## src/rtl/sat_bcp_pkg.sv

```systemverilog
package sat_bcp_pkg;

  typedef logic [1:0] vcode_t;

  localparam vcode_t V_FREE   = 2'b00;
  localparam vcode_t V_FALSE  = 2'b01;
  localparam vcode_t V_TRUE   = 2'b10;
  localparam vcode_t V_CONTRA = 2'b11;

  // some literal of this variable in the clause can still become true
  function automatic logic lit_open(input logic pos, input logic neg, input vcode_t v);
    return (pos & ~v[0]) | (neg & ~v[1]);
  endfunction

  // some literal of this variable in the clause is already true
  function automatic logic lit_true(input logic pos, input logic neg, input vcode_t v);
    return (pos & v[1]) | (neg & v[0]);
  endfunction

  function automatic logic is_contra(input vcode_t v);
    return v[1] & v[0];
  endfunction

  // value after merging implications
  function automatic vcode_t merge_code(input vcode_t cur, input logic imp_t, input logic imp_f);
    return cur | {imp_t, imp_f};
  endfunction

endpackage

```

## src/rtl/sat_one_active.sv

```systemverilog
module sat_one_active #(
  parameter int N = 4
) (
  input  logic [N-1:0] din,
  output logic         any,
  output logic         one
);
  localparam int LV = (N > 1) ? $clog2(N) : 0;
  localparam int P  = 1 << LV;

  // heap-ordered tree: node 1 is the root, leaves are P..2P-1
  logic a_n [1:2*P-1];
  logic m_n [1:2*P-1];

  genvar j;
  generate
    for (j = 0; j < P; j++) begin : g_leaf
      if (j < N) begin : g_real
        assign a_n[P+j] = din[j];
      end else begin : g_pad
        assign a_n[P+j] = 1'b0;
      end
      assign m_n[P+j] = 1'b0;
    end
    for (j = 1; j < P; j++) begin : g_node
      assign a_n[j] = a_n[2*j] | a_n[2*j+1];
      assign m_n[j] = m_n[2*j] | m_n[2*j+1] | (a_n[2*j] & a_n[2*j+1]);
    end
  endgenerate

  assign any = a_n[1];
  assign one = a_n[1] & ~m_n[1];
endmodule

```

## src/rtl/sat_clause_eval.sv

```systemverilog
module sat_clause_eval
  import sat_bcp_pkg::*;
#(
  parameter int NVARS = 4
) (
  input  logic               clk,
  input  logic               rst_n,
  input  logic [NVARS-1:0]   pos_m,
  input  logic [NVARS-1:0]   neg_m,
  input  logic [2*NVARS-1:0] vals,
  output logic [NVARS-1:0]   imp_t,
  output logic [NVARS-1:0]   imp_f,
  output logic               conflict
);
  logic [NVARS-1:0] open_v;
  logic [NVARS-1:0] true_v;
  logic             any_open;
  logic             one_open;
  logic             satisfied;
  logic             present;
  logic             unit;

  genvar v;
  generate
    for (v = 0; v < NVARS; v++) begin : g_lit
      assign open_v[v] = lit_open(pos_m[v], neg_m[v], vals[2*v +: 2]);
      assign true_v[v] = lit_true(pos_m[v], neg_m[v], vals[2*v +: 2]);
    end
  endgenerate

  sat_one_active #(.N(NVARS)) u_tree (
    .din (open_v),
    .any (any_open),
    .one (one_open)
  );

  assign satisfied = |true_v;
  assign present   = |(pos_m | neg_m);
  assign unit      = one_open & ~satisfied;
  assign imp_t     = unit ? (pos_m & open_v) : '0;
  assign imp_f     = unit ? (neg_m & open_v) : '0;
  assign conflict  = present & ~any_open;

  // an empty slot is inert
  a_r8_empty_slot: assert property (@(posedge clk) disable iff (!rst_n)
    !present |-> (imp_t == '0 && imp_f == '0 && !conflict));

  // at most one variable is implied by a clause
  a_r3_single_implication: assert property (@(posedge clk) disable iff (!rst_n)
    $onehot0(imp_t | imp_f));

  // the tree flags exactly one open literal
  a_r3_tree_exact: assert property (@(posedge clk) disable iff (!rst_n)
    one_open |-> ($countones(open_v) == 1));

  // a falsified clause implies nothing
  a_r7_conflict_silent: assert property (@(posedge clk) disable iff (!rst_n)
    conflict |-> ((imp_t | imp_f) == '0));
endmodule

```

## src/rtl/sat_var_eval.sv

```systemverilog
module sat_var_eval
  import sat_bcp_pkg::*;
#(
  parameter int NCLAUSES = 8
) (
  input  vcode_t              cur,
  input  logic [NCLAUSES-1:0] imp_t,
  input  logic [NCLAUSES-1:0] imp_f,
  output vcode_t              nxt
);
  assign nxt = merge_code(cur, |imp_t, |imp_f);
endmodule

```

## src/rtl/sat_bcp_engine.sv

```systemverilog
module sat_bcp_engine
  import sat_bcp_pkg::*;
#(
  parameter  int NVARS    = 4,
  parameter  int NCLAUSES = 8,
  localparam int VW = (NVARS > 1) ? $clog2(NVARS) : 1,
  localparam int CW = (NCLAUSES > 1) ? $clog2(NCLAUSES) : 1
) (
  input  logic               clk,
  input  logic               rst_n,
  input  logic               ld_en,
  input  logic               ld_first,
  input  logic [CW-1:0]      ld_clause,
  input  logic [VW-1:0]      ld_var,
  input  logic               ld_neg,
  input  logic               start,
  input  logic [2*NVARS-1:0] assign_in,
  output logic               busy,
  output logic               done,
  output logic [2*NVARS-1:0] values,
  output logic               contra,
  output logic               clash
);
  typedef enum logic {S_IDLE, S_RUN} state_t;

  state_t state_q;
  logic   done_q;

  logic [NCLAUSES-1:0][NVARS-1:0] pos_q, neg_q;
  logic [NCLAUSES-1:0][NVARS-1:0] imp_t, imp_f;
  logic [NCLAUSES-1:0]            cl_conflict;
  logic [2*NVARS-1:0]             vals_q, vals_nxt;
  logic [NVARS-1:0]               cur_contra, nxt_contra_v;

  // named internal events
  logic             running;
  logic             nxt_contra;
  logic             fixpoint;
  logic             stop_now;
  logic             load_fire;
  logic [NVARS-1:0] ld_onehot;
  logic [NVARS-1:0] ld_pos_new, ld_neg_new;

  genvar c, v;
  generate
    for (c = 0; c < NCLAUSES; c++) begin : g_clause
      sat_clause_eval #(.NVARS(NVARS)) u_cl (
        .clk      (clk),
        .rst_n    (rst_n),
        .pos_m    (pos_q[c]),
        .neg_m    (neg_q[c]),
        .vals     (vals_q),
        .imp_t    (imp_t[c]),
        .imp_f    (imp_f[c]),
        .conflict (cl_conflict[c])
      );
    end

    for (v = 0; v < NVARS; v++) begin : g_var
      logic [NCLAUSES-1:0] col_t, col_f;
      for (c = 0; c < NCLAUSES; c++) begin : g_col
        assign col_t[c] = imp_t[c][v];
        assign col_f[c] = imp_f[c][v];
      end
      sat_var_eval #(.NCLAUSES(NCLAUSES)) u_var (
        .cur   (vals_q[2*v +: 2]),
        .imp_t (col_t),
        .imp_f (col_f),
        .nxt   (vals_nxt[2*v +: 2])
      );
      assign cur_contra[v]   = is_contra(vals_q[2*v +: 2]);
      assign nxt_contra_v[v] = is_contra(vals_nxt[2*v +: 2]);
    end
  endgenerate

  assign running    = (state_q == S_RUN);
  assign nxt_contra = |nxt_contra_v;
  assign fixpoint   = (vals_nxt == vals_q);
  assign stop_now   = running & (fixpoint | nxt_contra);
  assign load_fire  = ld_en & ~running
                    & (int'(ld_clause) < NCLAUSES) & (int'(ld_var) < NVARS);

  always_comb begin
    ld_onehot = '0;
    if (int'(ld_var) < NVARS) ld_onehot[ld_var] = 1'b1;
    ld_pos_new = (ld_first ? '0 : pos_q[ld_clause]) | (ld_neg ? '0 : ld_onehot);
    ld_neg_new = (ld_first ? '0 : neg_q[ld_clause]) | (ld_neg ? ld_onehot : '0);
  end

  always_ff @(posedge clk) begin
    if (!rst_n) begin
      state_q <= S_IDLE;
      done_q  <= 1'b0;
      vals_q  <= '0;
      pos_q   <= '0;
      neg_q   <= '0;
    end else begin
      done_q <= 1'b0;
      if (load_fire) begin
        pos_q[ld_clause] <= ld_pos_new;
        neg_q[ld_clause] <= ld_neg_new;
      end
      case (state_q)
        S_IDLE: begin
          if (start) begin
            vals_q  <= assign_in;
            state_q <= S_RUN;
          end
        end
        S_RUN: begin
          vals_q <= vals_nxt;
          if (stop_now) begin
            done_q  <= 1'b1;
            state_q <= S_IDLE;
          end
        end
        default: state_q <= S_IDLE;
      endcase
    end
  end

  assign busy   = running;
  assign done   = done_q;
  assign values = vals_q;
  assign contra = |cur_contra;
  assign clash  = |cl_conflict;

  // no value bit is ever lost during a run
  a_r6_monotone: assert property (@(posedge clk) disable iff (!rst_n)
    running |=> ((vals_q & $past(vals_q)) == $past(vals_q)));

  // a fresh contradiction ends the run at once
  a_r5_contra_stops: assert property (@(posedge clk) disable iff (!rst_n)
    (running && nxt_contra) |=> (!busy && done && contra));

  // masks do not move while propagating
  a_r10_load_ignored: assert property (@(posedge clk) disable iff (!rst_n)
    running |=> ($stable(pos_q) && $stable(neg_q)));

  // done is a lone pulse with the engine idle
  a_r11_done_pulse: assert property (@(posedge clk) disable iff (!rst_n)
    done |-> (!busy ##1 !done));

  // the run only ends when nothing changes or a contradiction appears
  a_r4_end_reason: assert property (@(posedge clk) disable iff (!rst_n)
    (running && !fixpoint && !nxt_contra) |=> busy);
endmodule

```

## config.mk

```make
export PLATFORM = sky130hd
export DESIGN_NAME = sat_bcp_engine
export DESIGN_NICKNAME = d
export VERILOG_FILES = /design/src/rtl/sat_bcp_pkg.sv /design/src/rtl/sat_one_active.sv /design/src/rtl/sat_clause_eval.sv /design/src/rtl/sat_var_eval.sv /design/src/rtl/sat_bcp_engine.sv
export SDC_FILE = /design/constraint.sdc
export NUM_CORES = 1
export LEC_CHECK = 0
export ABC_AREA = 1
export ABC_CLOCK_PERIOD_IN_PS = 2900
export BUFFER_PORTS_ARGS = -buffer_cell sky130_fd_sc_hd__buf_2
export CAP_MARGIN = 40
export CORE_UTILIZATION = 50
export DETAILED_ROUTE_END_ITERATION = 16
export GPL_ROUTABILITY_DRIVEN = 0
export HOLD_SLACK_MARGIN = 0.15
export MAX_ROUTING_LAYER = met4
export PLACE_DENSITY = 0.67
export RECOVER_POWER = 25
export SYNTH_ARGS = -nofsm -noshare
export SYNTH_HDL_FRONTEND = slang
export SYNTH_SLANG_ARGS = --single-unit
```

## constraint.sdc

```tcl
create_clock -name clk -period 2.9 [get_ports clk]
set_clock_uncertainty 0.05 [all_clocks]
set_input_delay 0 -clock clk [delete_from_list [all_inputs] [get_ports clk]]
set_output_delay 0 -clock clk [all_outputs]
set_load 0.02 [all_outputs]
```

* Word-level counts from Yosys, hierarchy flattened *
Cells that the tools add are included.

operators by class
  $lt $le $gt $ge = 4
  equality and inequality tests = 2
  multiplexer cells = 36
  bitwise gates (word level) = 354
  reduce and logical (&&, ||, !) cells = 30

operators by type and width
  kind                                                                                  number
  1-bit bitwise AND                                                                     186
  1-bit OR                                                                              105
  4-bit 2-to-1 mux                                                                      23
  4-bit OR reduction                                                                    18
  8-bit OR reduction                                                                    9
  4-bit bitwise AND                                                                     16
  32-bit bitwise mux                                                                    2
  4-bit OR                                                                              10
  1-bit inverter                                                                        33
  4-bit binary-select mux with 3-bit select                                             2
  8-bit case mux with 2 select lines                                                    1
  4-bit demux with 3-bit select                                                         1
  8-bit equality test                                                                   1
  8-bit 2-to-1 mux                                                                      1
  2-bit OR                                                                              4
  3-bit by 4-bit < comparator with 1-bit output (second input constant)                 1
  1-bit 2-to-1 mux                                                                      4
  3-bit by 1-bit greater-or-equal comparator with 1-bit output (second input constant)  1
  2-bit by 3-bit < comparator with 1-bit output (second input constant)                 1
  1-bit demux with 2-bit select                                                         1
  2-bit by 1-bit greater-or-equal comparator with 1-bit output (second input constant)  1
  1-bit logical AND                                                                     2
  2-bit != test (second input constant)                                                 1
  1-bit case mux with 2 select lines                                                    1
  2-bit AND reduction                                                                   1

word-level totals
  bits in registers = 74
  input bits = 19
  output and inout bits = 12
  logic and storage cells = 445

* Depth between registers and ports, before layout *
  depth in word-level cells = 18
  mapped depth = 19
  gate-level depth less buffers = 17

* By module *
Synthesis repeated with hierarchy kept, for this count alone.

unflattened totals
  cell total of the unflattened synthesis = 1264
  area, all modules = 6912.9 µm²

modules (own cells, without submodules)
  module           times used  cells an instance  area an instance (µm²)  sequential area each (µm²)
  sat_bcp_engine   1           696                4110.2                  1481.4
  sat_clause_eval  8           54                 277.8                   0.0
  sat_one_active   8           10                 42.5                    0.0
  sat_var_eval     4           14                 60.1                    0.0

* Worst setup path before layout *
OpenSTA, ideal clock, no wires.

  path type = register to register
  from = register vals_q[1], in the netlist values[1]
  to = register done_q, in the netlist done
  library setup time = 0.126 ns
  data arrival time = 1.801 ns
  data required time = 2.724 ns
  path slack = 0.923 ns
  stages on the path, launching flop included = 18
  path buffers = 2
  clock period less this slack = 1.977 ns
  path through = dfxtp_1 buf_6 inv_4 buf_6 nand2_2 nand2_4 nor2_4 nand3_4 nand4_1 nand2_1 nor2_1 nand3_1 nand2_1 nand2_1 nor2_1 nand2_1 nand2_1 nor2_2

between the ends
  word-level cells in the longest chain between the ends = 17
  elaborated cells between the ends (all ways) = 174
  classes of those cells = eq/ne: 1; mux: 17; bitwise: 139; reduce/logical: 17

RTL lines
  item                                                  RTL line                                      text
  start: declaration                                    sat_bcp_engine.sv:32                          logic [2*NVARS-1:0] vals_q, vals_nxt;
  start signal: assignment                              sat_bcp_engine.sv:106                         vals_q <= assign_in;
  start signal: assignment                              sat_bcp_engine.sv:111                         vals_q <= vals_nxt;
  1-bit inverter                                        sat_bcp_pkg.sv:12                             return (pos & ~v[0]) | (neg & ~v[1]);
  1-bit bitwise AND                                     sat_bcp_pkg.sv:12
  1-bit OR                                              sat_bcp_pkg.sv:12
  1-bit bitwise AND / 1-bit OR (equally long branches)  sat_one_active.sv:27, sat_one_active.sv:26
  1-bit OR / 1-bit bitwise AND (equally long branches)  sat_one_active.sv:27                          assign m_n[j] = m_n[2*j] | m_n[2*j+1] | (a_n[2*j] & a_n[2*j+1]);
  1-bit OR                                              sat_one_active.sv:27
  1-bit inverter                                        sat_one_active.sv:32                          assign one = a_n[1] & ~m_n[1];
  1-bit bitwise AND                                     sat_one_active.sv:32
  1-bit bitwise AND                                     sat_clause_eval.sv:39                         assign unit = one_open & ~satisfied;
  4-bit 2-to-1 mux (on tied branches)                   sat_clause_eval.sv:40, sat_clause_eval.sv:41
  8-bit OR reduction                                    sat_var_eval.sv:11                            assign nxt = merge_code(cur, |imp_t, |imp_f);
  2-bit OR                                              sat_bcp_pkg.sv:26                             return cur | {imp_t, imp_f};
  1-bit bitwise AND                                     sat_bcp_pkg.sv:21                             return v[1] & v[0];
  4-bit OR reduction                                    sat_bcp_engine.sv:77                          assign nxt_contra = |nxt_contra_v;
  1-bit OR (*)                                          sat_bcp_engine.sv:79                          assign stop_now = running & (fixpoint | nxt_contra);
  1-bit bitwise AND (*)                                 sat_bcp_engine.sv:79
  1-bit 2-to-1 mux (*)                                  sat_bcp_engine.sv:112                         if (stop_now) begin
  end signal: assignment                                sat_bcp_engine.sv:93                          done_q <= 1'b0;
  end signal: assignment                                sat_bcp_engine.sv:98                          done_q <= 1'b0;
  end signal: assignment                                sat_bcp_engine.sv:113                         done_q <= 1'b1;
  end: declaration                                      sat_bcp_engine.sv:27                          logic done_q;

Every way passes the cells marked *; elsewhere a longest branch is shown, timed or not.
A chain may end at the register's enable or synchronous reset.

* Worst setup path after layout *
  from = register vals_q[5], in the netlist values[5]
  to = output clash

between the ends
  word-level cells in the longest chain between the ends = 8
  elaborated cells between the ends (all ways) = 50
  classes of those cells = bitwise: 49; reduce/logical: 1

RTL lines
  item                    RTL line               text
  1-bit inverter (*)      sat_bcp_pkg.sv:12
  1-bit bitwise AND       sat_bcp_pkg.sv:12
  1-bit OR                sat_bcp_pkg.sv:12
  1-bit OR (2 in a row)   sat_one_active.sv:26   assign a_n[j] = a_n[2*j] | a_n[2*j+1];
  1-bit inverter          sat_clause_eval.sv:42  assign conflict = present & ~any_open;
  1-bit bitwise AND       sat_clause_eval.sv:42
  8-bit OR reduction (*)  sat_bcp_engine.sv:126  assign clash = |cl_conflict;
  end: declaration        sat_bcp_engine.sv:22   output logic clash

Marked as above.

==> out/metrics.csv <==
stage;metric;value;unit
routing;route.detailed.drc;0;
clocking;root_buffer;clkbuf_16;
timing;rsz0062_at_grt;no;
synth;syn-mean-instance-area;5.79;um^2
grt;grt_start_max_net_pins;36;
timing;fin_tns_setup;0;ps
finish;syn_to_final_growth;12.5;%
synth;synth_cells;1094;
routing;routed_via_density;5.81;
setup_path;crit_arrival;2570;ps
setup_path;worstSetupStartpointType;register;
power_and_ir_drop;ir_drop;0.000281;V
setup_path;cp-end-kind;output pin;
power_and_ir_drop;cellPowerDensity;445;nW/um^2
power_and_ir_drop;pwr-share-comb;0.242;
floorplan;die_h;115;um
routing;wirelength;25100;um
power_and_ir_drop;p_seq_frac;0.353;
routing;num_vias;7595;
clocking;clk_pin_slew_worst_paths;60;ps
place;dp_cells;1273;
flow_run;maxCapViolCount;0;
clocking;h-tree-depth;3;
clocking;cts_made_buffers;9;
clocking;clock_path_buffers;2;
grt;grt_pass1_wl;38100;um
synth;synth_cell_types;34;
floorplan;rows;40;
grt;grt_usage;0.408;
power_and_ir_drop;power_frac_clock;0.404;
grt;antenna_found_initial;0;
grt;grt_pass1_vias;6710;
routing;drt_iter0_markers;1174;
finish;nets;1152;
timing;worst_slew_pin_slew;881;ps
routing;wire_per_inst;19.2;um
synth;synth_area;6340;um^2
synth;ys_seq_elements;74;
clocking;cts_tree;yes;
synth;ys_seq_area_frac;0.234;
finish;drive_above_1_share;0.136;
power_and_ir_drop;p_sw;1.06;mW
timing;max_freq;382;MHz
clocking;clk_latency;350;ps
place;dp_hpwl;18500;um
place;port_buffers;30;
setup_path;critPathMaxFanout;9;
power_and_ir_drop;swShare;0.333;
clocking;cts_num_sinks;74;
grt;grt_overflow_total;0;
synth;ys_warn_count;0;
floorplan;coreArea;12200;um^2
floorplan;fp.dieW;115;um
clocking;cts_resized;0;
finish;nFillCells;1269;
floorplan;ios;31;
floorplan;start_util;0.521;
finish;instances_no_fill;1307;
timing;setup_violations;0;
timing;min_period;2620;ps
timing;maxSlewViolCount;0;
power_and_ir_drop;power.leakage;3.60;nW
finish;final_area;7130;um^2
finish;final_common_cell;nand2_1;
timing;finalHoldViolCount;0;
synth;syn_nets;1113;
power_and_ir_drop;intPower;2.12;mW
routing;first_pass_iters;5;
floorplan;die_area;13100;um^2
timing;max-slew-margin-rel;0.413;
timing;period_share;0.904;
setup_path;critPathKind;reg -> out;
routing;ant_nets;0;
setup_path;crit_required;2850;ps
place;placed_area;6650;um^2
worst_hold_path;hp-class;in -> reg;
status;outcome;finished clean;
finish;final_cell_mix;nand2_1, inv_1, nor2_1, o21ai_0, a21oi_1;
power by group through the flow:
stage	Combinational (mW)	Sequential, mW	Clock (mW)
floorplan	0.495	1.12	0
CTS	0.744	1.12	1.29
global placement	0.715	1.14	0
global route	0.819	1.12	1.34
finish	0.769	1.12	1.28
detailed placement	0.722	1.14	0
cell usage after synthesis:
cell | count | share of area
o31ai_1 | 7 | 0.0083
nand2_2 | 34 | 0.034
nor3_1 | 4 | 0.0032
o21ai_2 | 2 | 0.0028
nor2_2 | 6 | 0.0059
inv_1 | 164 | 0.097
dfxtp_1 | 74 | 0.23
buf_4 | 3 | 0.0036
buf_2 | 1 | 0.00079
a21oi_1 | 93 | 0.073
nand3_1 | 19 | 0.015
a31o_2 | 1 | 0.0014
clkinv_1 | 1 | 0.00059
a221oi_1 | 2 | 0.0028
nand3_4 | 7 | 0.019
a32o_1 | 1 | 0.0016
and2_1 | 1 | 0.00099
nor2_4 | 13 | 0.023
inv_4 | 6 | 0.0059
o21ai_1 | 5 | 0.0039
buf_1 | 1 | 0.00059
nand2_1 | 255 | 0.15
or2_2 | 1 | 0.00099
inv_2 | 18 | 0.011
clkbuf_1 | 24 | 0.014
o21ai_0 | 123 | 0.097
nand4_1 | 74 | 0.073
nand2_4 | 7 | 0.012
nor2_1 | 129 | 0.076
o22ai_1 | 2 | 0.0020
a31oi_1 | 2 | 0.0020
buf_6 | 8 | 0.014
nor4_1 | 5 | 0.0049
buf_12 | 1 | 0.0032
path summary, 6_finish.rpt:
| check | startpoint | end | slack [ps] | cells after the start |
|---|---|---|---|---|
| hold reg to reg | pos_q[16] | pos_q[16] | 590 | 4 |
| hold / removal | ld_var[0] | neg_q[4] | 170 | 4 |
| setup / recovery | values[5] | clash | 280 | 8 |
| setup reg to reg | values[3] | done | 300 | 15 |
state kept, by name (all words and copies together), names as in the netlist:
name    count
done        1
values      8
pos_q      32
busy        1
neg_q      32
per-stage QoR:
stage	hold slack (ps)	worst slack, ps	utilization	power (mW)
after global placement	217	446	0.544	1.85
final	175	279	0.586	3.17
after detailed placement	222	409	0.546	1.86
after floorplan	75.1	923	-	1.62
after global routing	184	199	0.586	3.29
after CTS	155	397	0.588	3.15
critical path: stages (launching register included):
cell     delay [ps]
dfxtp_1         490
buf_4           270
o21ai_1         190
inv_1           130
nand3_4         140
a21oi_1          70
nor4_1          550
nand2_1         180
buf_2           210
metal layers:
metal,up-vias,global-route usage,share of wire
met1,3379,0.515,0.40
li1,3607,-,-
met5,-,-,0
met4,0,0.227,0.060
met2,501,0.592,0.42
met3,108,0.103,0.12
timing repair:
action	CTS	global route
setup buffers	0	0
endpoints found under the hold margin	15	0
setup endpoints to repair	0	0
hold buffers	17	0
logic make-up after synthesis:
logic type             after synthesis  synth area share
AND/OR/NAND/NOR                    555             0.420
flip-flops                          74             0.234
buffers and inverters              227             0.151
AO/OA/AOI/OAI                      238             0.195
layout make-up:
| class | count | area, um^2 | share of cell area |
|---|---|---|---|
| diodes | 1 | 2.50 | 0.000351 |
| clock buffers | 10 | 229 | 0.0321 |
| clock inverters | 6 | 105 | 0.0147 |
| inverters | 189 | 724 | 0.102 |
| multi-input cells | 793 | 3930 | 0.551 |
| flip-flops and latches | 74 | 1480 | 0.208 |
| well taps | 168 | 210 | 0.0295 |
| repair buffers | 66 | 445 | 0.0625 |
Note: power is estimated with default switching activity, not from simulation.
